### config.mk
export PLATFORM = sky130hd
export DESIGN_NAME = hfa_addsub
export DESIGN_NICKNAME = d
export VERILOG_FILES = /design/src/rtl/hfa_pkg.sv /design/src/rtl/hfa_align.sv /design/src/rtl/hfa_norm_step.sv /design/src/rtl/hfa_pack.sv /design/src/rtl/hfa_addsub.sv
export SDC_FILE = /design/constraint.sdc
export NUM_CORES = 1
export LEC_CHECK = 0
export ABC_AREA = 1
export BUFFER_PORTS_ARGS = -buffer_cell sky130_fd_sc_hd__buf_4
export CAP_MARGIN = 0
export CORE_ASPECT_RATIO = 1.75
export CORE_MARGIN = 5
export CORE_UTILIZATION = 45
export DETAILED_ROUTE_END_ITERATION = 10
export PLACE_DENSITY = 0.71
export REMOVE_ABC_BUFFERS = 1
export SYNTH_ARGS = -nofsm -noshare
export SYNTH_HDL_FRONTEND = slang
export SYNTH_HIERARCHICAL = 1
export SYNTH_SLANG_ARGS = --single-unit
### constraint.sdc
create_clock -name clk -period 21 [get_ports clk]
set_clock_uncertainty 0.05 [all_clocks]
set_input_delay 6.3 -clock clk [delete_from_list [all_inputs] [get_ports clk]]
set_output_delay 6.3 -clock clk [all_outputs]
set_load 0.02 [all_outputs]
### src/rtl/hfa_pkg.sv
package hfa_pkg;
  parameter int HI_W  = 24;
  parameter int LO_W  = 32;
  parameter int EXP_W = 7;
  parameter int DIG_W = 4;

  localparam int FR_W       = HI_W + LO_W;
  localparam int WORD_W     = 1 + EXP_W + HI_W;
  localparam int SE_W       = EXP_W + 3;
  localparam int WIDE_CUT   = FR_W / DIG_W;
  localparam int NARROW_CUT = HI_W / DIG_W;
  localparam int EXP_MAX    = (1 << EXP_W) - 1;
  localparam int CNT_W      = $clog2(WIDE_CUT + 2) + 1;

  // ex holds a two's complement exponent, compared through $signed
  typedef struct packed {
    logic            sgn;
    logic [SE_W-1:0] ex;
    logic [FR_W-1:0] fr;
  } ufp_t;

  typedef enum logic [1:0] {ST_IDLE, ST_ALIGN, ST_NORM, ST_FIN} hfa_st_t;
endpackage

### src/rtl/hfa_align.sv
module hfa_align
  import hfa_pkg::*;
(
  input  ufp_t x_i,
  input  ufp_t y_i,
  input  logic wide_i,
  output ufp_t sum_o
);
  localparam logic [FR_W-1:0] HI_ONLY = {{HI_W{1'b1}}, {LO_W{1'b0}}};

  logic            x_zero, y_zero, swap;
  ufp_t            big, sml;
  logic [SE_W-1:0] ediff, cut;
  logic [FR_W-1:0] keep_mask, al;
  logic [FR_W:0]   raw;

  always_comb begin
    x_zero    = (x_i.fr == '0);
    y_zero    = (y_i.fr == '0);
    swap      = ($signed(x_i.ex) < $signed(y_i.ex)) ||
                ((x_i.ex == y_i.ex) && (x_i.fr < y_i.fr));
    big       = swap ? y_i : x_i;
    sml       = swap ? x_i : y_i;
    ediff     = big.ex - sml.ex;
    cut       = wide_i ? SE_W'(WIDE_CUT) : SE_W'(NARROW_CUT);
    keep_mask = wide_i ? {FR_W{1'b1}} : HI_ONLY;
    if (ediff >= cut) al = '0;
    else              al = (sml.fr >> (ediff * SE_W'(DIG_W))) & keep_mask;
    if (big.sgn != sml.sgn) raw = {1'b0, big.fr} - {1'b0, al};
    else                    raw = {1'b0, big.fr} + {1'b0, al};
    sum_o.sgn = big.sgn;
    sum_o.ex  = big.ex;
    sum_o.fr  = raw[FR_W-1:0];
    if (raw[FR_W]) begin
      sum_o.fr = FR_W'(raw >> DIG_W) & keep_mask;
      sum_o.ex = big.ex + SE_W'(1);
    end
    if (x_zero)      sum_o = y_i;
    else if (y_zero) sum_o = x_i;
  end
endmodule

### src/rtl/hfa_norm_step.sv
module hfa_norm_step
  import hfa_pkg::*;
(
  input  ufp_t v_i,
  output ufp_t v_o,
  output logic shift_o
);
  always_comb begin
    shift_o = (v_i.fr != '0) && (v_i.fr[FR_W-1 -: DIG_W] == '0);
    v_o     = v_i;
    if (shift_o) begin
      v_o.fr = v_i.fr << DIG_W;
      v_o.ex = v_i.ex - SE_W'(1);
    end
  end
endmodule

### src/rtl/hfa_pack.sv
module hfa_pack
  import hfa_pkg::*;
(
  input  ufp_t              v_i,
  input  logic              rnd_i,
  output logic [WORD_W-1:0] hi_o,
  output logic [LO_W-1:0]   lo_o,
  output logic              cc_v_o,
  output logic              cc_g_o,
  output logic              cc_l_o
);
  logic [HI_W:0]   hfr;
  logic [LO_W-1:0] lfr;
  logic [SE_W-1:0] ex;

  always_comb begin
    hfr = {1'b0, v_i.fr[FR_W-1:LO_W]};
    lfr = v_i.fr[LO_W-1:0];
    ex  = v_i.ex;
    if (rnd_i && lfr[LO_W-1]) begin
      hfr = hfr + (HI_W+1)'(1);
      if (hfr[HI_W]) begin
        hfr = hfr >> DIG_W;
        ex  = ex + SE_W'(1);
      end
    end
    hi_o   = '0;
    lo_o   = '0;
    cc_v_o = 1'b0;
    cc_g_o = 1'b0;
    cc_l_o = 1'b0;
    if (hfr == '0) begin
      cc_v_o = 1'b0;
    end else if ($signed(ex) < 0) begin
      cc_v_o = 1'b1;
    end else if ($signed(ex) > $signed(SE_W'(EXP_MAX))) begin
      hi_o   = {v_i.sgn, {(WORD_W-1){1'b1}}};
      lo_o   = '1;
      cc_v_o = 1'b1;
      cc_l_o = v_i.sgn;
      cc_g_o = ~v_i.sgn;
    end else begin
      hi_o   = {v_i.sgn, ex[EXP_W-1:0], hfr[HI_W-1:0]};
      lo_o   = lfr;
      cc_l_o = v_i.sgn;
      cc_g_o = ~v_i.sgn;
    end
  end
endmodule

### src/rtl/hfa_addsub.sv
module hfa_addsub
  import hfa_pkg::*;
(
  input  logic              clk,
  input  logic              rst_n,
  input  logic              start,
  input  logic              sub,
  input  logic              wide,
  input  logic              rnd_en,
  input  logic [WORD_W-1:0] a_hi,
  input  logic [LO_W-1:0]   a_lo,
  input  logic [WORD_W-1:0] b_hi,
  input  logic [LO_W-1:0]   b_lo,
  output logic [WORD_W-1:0] res_hi,
  output logic [LO_W-1:0]   res_lo,
  output logic              cc_v,
  output logic              cc_g,
  output logic              cc_l,
  output logic              done
);
  function automatic ufp_t unpack(input logic [WORD_W-1:0] hw,
                                  input logic [LO_W-1:0]   lw,
                                  input logic              use_lo,
                                  input logic              flip);
    ufp_t u;
    u.sgn = hw[WORD_W-1] ^ flip;
    u.ex  = SE_W'(hw[WORD_W-2:HI_W]);
    u.fr  = {hw[HI_W-1:0], (use_lo ? lw : {LO_W{1'b0}})};
    return u;
  endfunction

  // reset: asserted at once, released after two clock edges
  logic [1:0] rsync;
  logic       rst_int_n;
  always_ff @(posedge clk or negedge rst_n) begin
    if (!rst_n) rsync <= 2'b00;
    else        rsync <= {rsync[0], 1'b1};
  end
  assign rst_int_n = rsync[1];

  hfa_st_t           st, st_n;
  ufp_t              op_a, op_b, acc, acc_n, sum, nstep;
  logic              wide_q, rnd_q, need;
  logic              cap_en, acc_en, out_en;
  logic [WORD_W-1:0] pk_hi, res_hi_q;
  logic [LO_W-1:0]   pk_lo, res_lo_q;
  logic              pk_v, pk_g, pk_l, v_q, g_q, l_q, done_q;

  hfa_align u_align (
    .x_i    (op_a),
    .y_i    (op_b),
    .wide_i (wide_q),
    .sum_o  (sum)
  );

  hfa_norm_step u_norm (
    .v_i     (acc),
    .v_o     (nstep),
    .shift_o (need)
  );

  hfa_pack u_pack (
    .v_i    (acc),
    .rnd_i  (rnd_q),
    .hi_o   (pk_hi),
    .lo_o   (pk_lo),
    .cc_v_o (pk_v),
    .cc_g_o (pk_g),
    .cc_l_o (pk_l)
  );

  always_comb begin
    st_n   = st;
    cap_en = 1'b0;
    acc_en = 1'b0;
    out_en = 1'b0;
    acc_n  = sum;
    unique case (st)
      ST_IDLE:  if (start) begin
                  cap_en = 1'b1;
                  st_n   = ST_ALIGN;
                end
      ST_ALIGN: begin
                  acc_en = 1'b1;
                  acc_n  = sum;
                  st_n   = ST_NORM;
                end
      ST_NORM:  if (need) begin
                  acc_en = 1'b1;
                  acc_n  = nstep;
                end else begin
                  st_n = ST_FIN;
                end
      ST_FIN:   begin
                  out_en = 1'b1;
                  st_n   = ST_IDLE;
                end
      default:  st_n = ST_IDLE;
    endcase
  end

  always_ff @(posedge clk or negedge rst_int_n) begin
    if (!rst_int_n) begin
      st       <= ST_IDLE;
      op_a     <= '0;
      op_b     <= '0;
      wide_q   <= 1'b0;
      rnd_q    <= 1'b0;
      acc      <= '0;
      res_hi_q <= '0;
      res_lo_q <= '0;
      v_q      <= 1'b0;
      g_q      <= 1'b0;
      l_q      <= 1'b0;
      done_q   <= 1'b0;
    end else begin
      st     <= st_n;
      done_q <= out_en;
      if (cap_en) begin
        op_a   <= unpack(a_hi, a_lo, wide, 1'b0);
        op_b   <= unpack(b_hi, b_lo, wide, sub);
        wide_q <= wide;
        rnd_q  <= rnd_en;
      end
      if (acc_en) acc <= acc_n;
      if (out_en) begin
        res_hi_q <= pk_hi;
        res_lo_q <= pk_lo;
        v_q      <= pk_v;
        g_q      <= pk_g;
        l_q      <= pk_l;
      end
    end
  end

  assign res_hi = res_hi_q;
  assign res_lo = res_lo_q;
  assign cc_v   = v_q;
  assign cc_g   = g_q;
  assign cc_l   = l_q;
  assign done   = done_q;

  // checker-side count of normalization steps in the current operation
  logic [CNT_W-1:0] norm_cnt;
  always_ff @(posedge clk or negedge rst_int_n) begin
    if (!rst_int_n)       norm_cnt <= '0;
    else if (st != ST_NORM) norm_cnt <= '0;
    else if (need)        norm_cnt <= norm_cnt + CNT_W'(1);
  end


  norm_bound_chk: assert property (@(posedge clk) disable iff (!rst_int_n)
    norm_cnt <= CNT_W'(WIDE_CUT));


  norm_out_chk: assert property (@(posedge clk) disable iff (!rst_int_n)
    (done && !cc_v && (cc_g || cc_l)) |-> (res_hi[HI_W-1 -: DIG_W] != '0));


  done_pulse_chk: assert property (@(posedge clk) disable iff (!rst_int_n)
    done |=> !done);


  hold_chk: assert property (@(posedge clk) disable iff (!rst_int_n)
    (st != ST_FIN) |=> ($stable(res_hi) && $stable(res_lo) && $stable(cc_v)));


  ovf_fill_chk: assert property (@(posedge clk) disable iff (!rst_int_n)
    (done && cc_v && (cc_g || cc_l)) |-> ((res_lo == '1) && (res_hi[WORD_W-2:0] == '1)));


  zero_clean_chk: assert property (@(posedge clk) disable iff (!rst_int_n)
    (done && !cc_g && !cc_l) |-> ((res_hi == '0) && (res_lo == '0)));


  cc_excl_chk: assert property (@(posedge clk) disable iff (!rst_int_n)
    done |-> !(cc_g && cc_l));


  sign_cc_chk: assert property (@(posedge clk) disable iff (!rst_int_n)
    (done && (cc_g || cc_l)) |-> (res_hi[WORD_W-1] == cc_l));
endmodule

# Word-level counts from Yosys, hierarchy flattened
# Cells that the tools add are included.
# W data, S select, Z words.
[word_totals]
regBits = 269
input_bits = 134
out_inout_bits = 68
word_cells = 93
[classes]
n_addsub = 7
magnitude_cmp = 5
eq_ne = 7
n_shift = 1
muxes = 38
n_bitwise = 4
reduce_logical = 12
[op_table]
columns = ["cell", "n"]
rows = [
  ["$mux W67", 6],
  ["$mux W32", 8],
  ["$logic_not A56 Y1", 2],
  ["$mux W66", 1],
  ["$add A56 B56 Y57", 1],
  ["$mux W57", 1],
  ["$sub A56 B56 Y57", 1],
  ["$and A53 B56 Y56", 1],
  ["$and A56 B56 Y56", 1],
  ["$lt A56 B56 Y1", 1],
  ["$mux W56", 1],
  ["$reduce_bool A56 Y1", 1],
  ["$shr A56 B10 Y56", 1],
  ["$mux W24", 2],
  ["$mux W31", 1],
  ["$add A24 B1 Y25 const B", 1],
  ["$logic_not A25 Y1", 1],
  ["$add A10 B1 Y10 const B", 2],
  ["$mux W10", 2],
  ["$mux W1", 11],
  ["$ge A10 B10 Y1", 1],
  ["$gt A10 B8 Y1 const B", 1],
  ["$lt A10 B1 Y1 const B", 1],
  ["$sub A10 B1 Y10 const B", 1],
  ["18 further kinds", 24],
]

# Longest topological paths before layout
[depth]
depth_word = 16
mapped_depth = 73
depth_no_buf = 71

# Modules after synthesis
# The synthesis kept the hierarchy.
[modules_own_cells]
columns = ["module", "instances", "cells_each", "area_per_inst_um2", "seq_area_each_um2"]
rows = [
  ["hfa_align", 1, 2851, 14478.9, 0.0],
  ["hfa_addsub", 1, 1231, 11209.5, 6731.5],
  ["hfa_pack", 1, 574, 2787.7, 0.0],
  ["hfa_norm_step", 1, 297, 1290.0, 0.0],
]

# Least setup slack after synthesis
# Ideal clock, no wire load.
[synth_timing]
path_kind = "register -> register"
startpoint = "reg op_b[58] in the netlist's numbering"
endpoint = "reg acc[52] in the netlist's numbering"
arrival_ps = 8756
path_slack_ps = 12078
path_stages_with_launch = 62
cell_sequence = "dfrtp_1 -> inv_1 -> ha_1 -> nand2_1 -> nor2_1 -> o21ai_1 -> a21oi_1 -> nor2_1 -> o21bai_4 -> nand2_4 -> nand2_2 -> nand3_2 -> nand3_1 -> nand3_1 -> xnor2_1 -> buf_2 -> inv_1 -> buf_2 -> [... 26 more ...] -> a21boi_1 -> o21ai_0 -> a21boi_0 -> o21ai_1 -> a21oi_1 -> o21ai_1 -> a21oi_1 -> o21ai_1 -> a21boi_0 -> o21ai_1 -> a21oi_1 -> xnor2_1 -> nor3_1 -> o22ai_1 -> nand2_1 -> nand2_1 -> nand2_1 -> nand2_1"
[synth_lines]
columns = ["element", "line_no", "text"]
rows = [
  ["from (decl)", "hfa_addsub.sv:42", "ufp_t op_a, op_b, acc, acc_n, sum, nstep;"],
  ["from (signal assigned)", "hfa_addsub.sv:121", "op_b <= unpack(b_hi, b_lo, wide, sub);"],
  ["to (signal assigned)", "hfa_addsub.sv:125", "if (acc_en) acc <= acc_n;"],
  ["to (decl)", "hfa_addsub.sv:42", ""],
]

==> metrics.log <==
[metrics] core footprint: 65500 sq um
[metrics] Synth warnings: 6
[metrics] maximum number of pins on one net before global-route repair: 116
[metrics] remaining max-slew budget at the tightest pin: 20.8%
[metrics] clock slew at the register clock pins of the worst setup and hold paths: 0.06 ns
[metrics] primary flip-flop cell chosen by synthesis mapping: dfrtp_1
[metrics] clock root buffer: clkbuf_16
[metrics] maximum achievable frequency: 79.9 MHz
[metrics] first-pass GRT wire length: 184000 um
[metrics] die outline height: 350 um
[metrics] sum of routed wire length over all layers: 123000 um
[metrics] syn avg cell area: 6.01 sq um
[metrics] type of the most critical hold path: reg2async
[metrics] slowest library cell on the worst path: nor3_1
[metrics] busiest metal layer after global routing: met2
[metrics] post-route setup TNS: 0 ns
[metrics] # resized after CTS: 0
[metrics] number of I/O port buffers: 201
[metrics] total CTS buffers: 30
[metrics] post-CTS setup repair buffer count: 0
[metrics] post-synthesis mux area share: 2.60%
[metrics] routed length per placed instance: 20.9 um
[metrics] post-synthesis instance total: 4953
[metrics] most repeated library cell on the critical path: nand2_1
[metrics] Syn-to-layout area delta: 8.71%
[metrics] Worst EP required: 21.49 ns
[metrics] routability cong.: 1.03
[metrics] GRT Residual Overflow: 0
[metrics] xor/xnor cell area share of the yosys netlist: 3.82%
[metrics] status: finished, final reports clean
[metrics] Global Route met3 Usage: 2.81%
[metrics] dominant cell type by area after synthesis: nand2_1
[metrics] measured slew at the worst slew-check pin: 1.18 ns
[metrics] number of max-capacitance violations reported: 0
[metrics] Yosys cell types: 67
[metrics] number of I/O pins: 202
[metrics] half-perimeter wire length after placement: 96600 um
[metrics] drt pass-1 iters: 6
[metrics] number of antenna violations at the first check in global routing: 0
[metrics] Worst Path Max Fanout: 103
[metrics] area share of fa/ha/maj cells after synthesis: 5.62%
[metrics] antenna-violating nets left: 0
[metrics] net total in the final layout: 5241
[metrics] max-slew violation count: 0
[metrics] met1 layer usage reported by global route: 37.6%
[metrics] Post-CTS Hold Buffers: 0
[metrics] Initial Utilization: 45.5%
[metrics] number of global-route vias before repair: 31000
[metrics] post-synthesis share of cell area spent on and, or, nand and nor gates: 41.9%
[metrics] FF+latch count, synth: 269
[metrics] area share of the largest cell type after synthesis: 25.3%
[metrics] Residual DRC: 0
[metrics] number of DRC markers after the initial detailed-route iteration: 2925
[metrics] Critical Path Sink Type: flip-flop
[metrics] sequential element share of the synthesized area: 22.6%
[metrics] setup repair after global routing missed its margin: false
[metrics] area fraction in compound gates after synthesis: 12.6%
[metrics] clock insertion delay at the later pin of the skew report: 0.65 ns
[metrics] top post-synthesis cells by area: nand2_1 (25%), dfrtp_1 (23%), nand3_1 (7.1%), ha_1 (5.5%), o21ai_0 (5.4%)
[metrics] GR met2 Demand/Resource: 57.7%
[metrics] number of buffers on the longest clock path: 3
[metrics] most common cell after layout, fill and taps aside: nand2_1
[metrics] kind of cell with the highest combined delay on the critical path: simple AND/OR/NAND/NOR gates
[metrics] arrival time at the worst endpoint: 13.01 ns
[metrics] DIE AREA: 71600 sq um
[metrics] clock tree from TritonCTS: built
[metrics] average vias per placed instance: 5.56
[metrics] main combinational cell family by area after synthesis: simple AND/OR/NAND/NOR gates
[metrics] width of the die: 204 um
[metrics] worst path bufs/invs: 9
[metrics] fraction of final layout cells sized beyond drive strength 1: 10.2%
[metrics] count of vias placed by the detailed router: 32700
[metrics] final critical-path share of the clock period: 59.6%
[metrics] crit-path max cell delay: 0.90 ns
[metrics] area of the mapped netlist: 29800 sq um
[metrics] total global routing track utilization: 33.0%
[metrics] leading cell types in the layout, fill and taps excluded: nand2_1 (2001), inv_1 (427), nand3_1 (425)
[metrics] final count of negative-setup-slack endpoints: 0
[metrics] post-layout min period: 12.52 ns
[metrics] Critical Path Source Type: flip-flop
[metrics] EDFF count, synth: 0
[metrics] number of rows in the core area: 124
[metrics] level count of the clock H-tree: 1
[metrics] Post-synth ARST share: 100%
[metrics] endpoints failing hold: 0
[metrics] type of the worst setup path: reg2reg
[metrics] Sink Count: 269
## cell usage after synthesis, types with 7 or more instances
cell type / count
a21oi_1: 145
buf_4: 27
nor3_1: 20
a21oi_2: 42
nand3b_1: 10
xnor2_1: 46
a31oi_1: 7
dfrtp_1: 269
a2111oi_0: 8
a211oi_1: 12
xor2_1: 80
clkbuf_1: 97
o21ai_1: 13
inv_2: 20
nand2_1: 2004
buf_2: 81
nor4_1: 29
nand3_1: 425
mux2_2: 67
inv_1: 427
buf_1: 30
nor2_2: 14
o21bai_1: 35
o21a_1: 8
nand4_1: 102
o211ai_1: 8
o21ai_0: 323
nand2_2: 17
nor2_1: 316
nor2_4: 8
buf_6: 39
nand3_2: 9
ha_1: 132
o31ai_1: 7
## area by class of cell
cell class,instances,area (sq um)
Sequential cell,269,6740
Inverter,452,1700
Multi-Input combinational cell,3978,20000
Tap cell,882,1100
Antenna cell,1,2.50
Clock buffer,38,812
Clock inverter,18,199
Timing Repair Buffer,243,1820
Fill cell,7089,33100
## state kept, by name, summed over array words and instances (netlist names)
register	cells
rnd_q	1
wide_q	1
op_b	64
op_a	64
cc_l	1
acc	67
cc_g	1
st	2
res_hi	32
rsync	2
done	1
res_lo	32
cc_v	1
## per-stage QoR
step / hold WS (ns) / util [%] / setup WS [ns] / area, sq um / std cells
after detailed placement: 0.275 / 47.9 / 8.83 / 31300 / 5824
after CTS: 0.280 / 49.4 / 8.76 / 32400 / 5880
after global routing: 0.308 / 49.4 / 7.63 / 32400 / 5880
after floorplan: 0.281 / - / 8.73 / 28300 / 4699
after global placement: 0.273 / 47.9 / 8.91 / 31300 / 5824
final: 0.261 / 49.4 / 8.48 / 32400 / 5881
## worst reg2reg max path: cells and delay by family (launching register included)
kind            cells  cell delay [ns]
compound gates     10             2.25
flops               1             0.50
fa+ha+maj           4             1.40
xor+xnor            1             0.16
simple gates       31             5.59
buf+inv             9             2.47
## cell families after synthesis
| family | count (synthesis) |
|---|---|
| xor+xnor | 128 |
| fa+ha+maj | 133 |
| flops | 269 |
| buf+inv | 726 |
| mux | 69 |
| simple gates | 2980 |
| compound gates | 646 |
| other cells | 2 |
## final timing paths
kind	startpoint	slack [ns]	endpoint	depth (start not counted)
max	op_b[35]	8.48	acc[2]	55
min	rsync[1]	0.26	op_b[8]	0
max reg2reg	op_b[35]	8.48	acc[2]	55
min reg2reg	rsync[1]	0.26	op_b[8]	0
max in group asynchronous	rst_n	15.38	rsync[1]	1
min in group clk	rsync[0]	0.31	rsync[1]	0
## layer usage
| layer | share of wire [%] | vias to the layer above |
|---|---|---|
| met4 | 9.0 | 0 |
| li1 | - | 16000 |
| met1 | 37 | 15000 |
| met5 | 0 | - |
| met3 | 5.6 | 344 |
| met2 | 49 | 1348 |
Power is not shown: default switching activity piles up to over one toggle a cycle in this logic, so the estimate is an artifact.
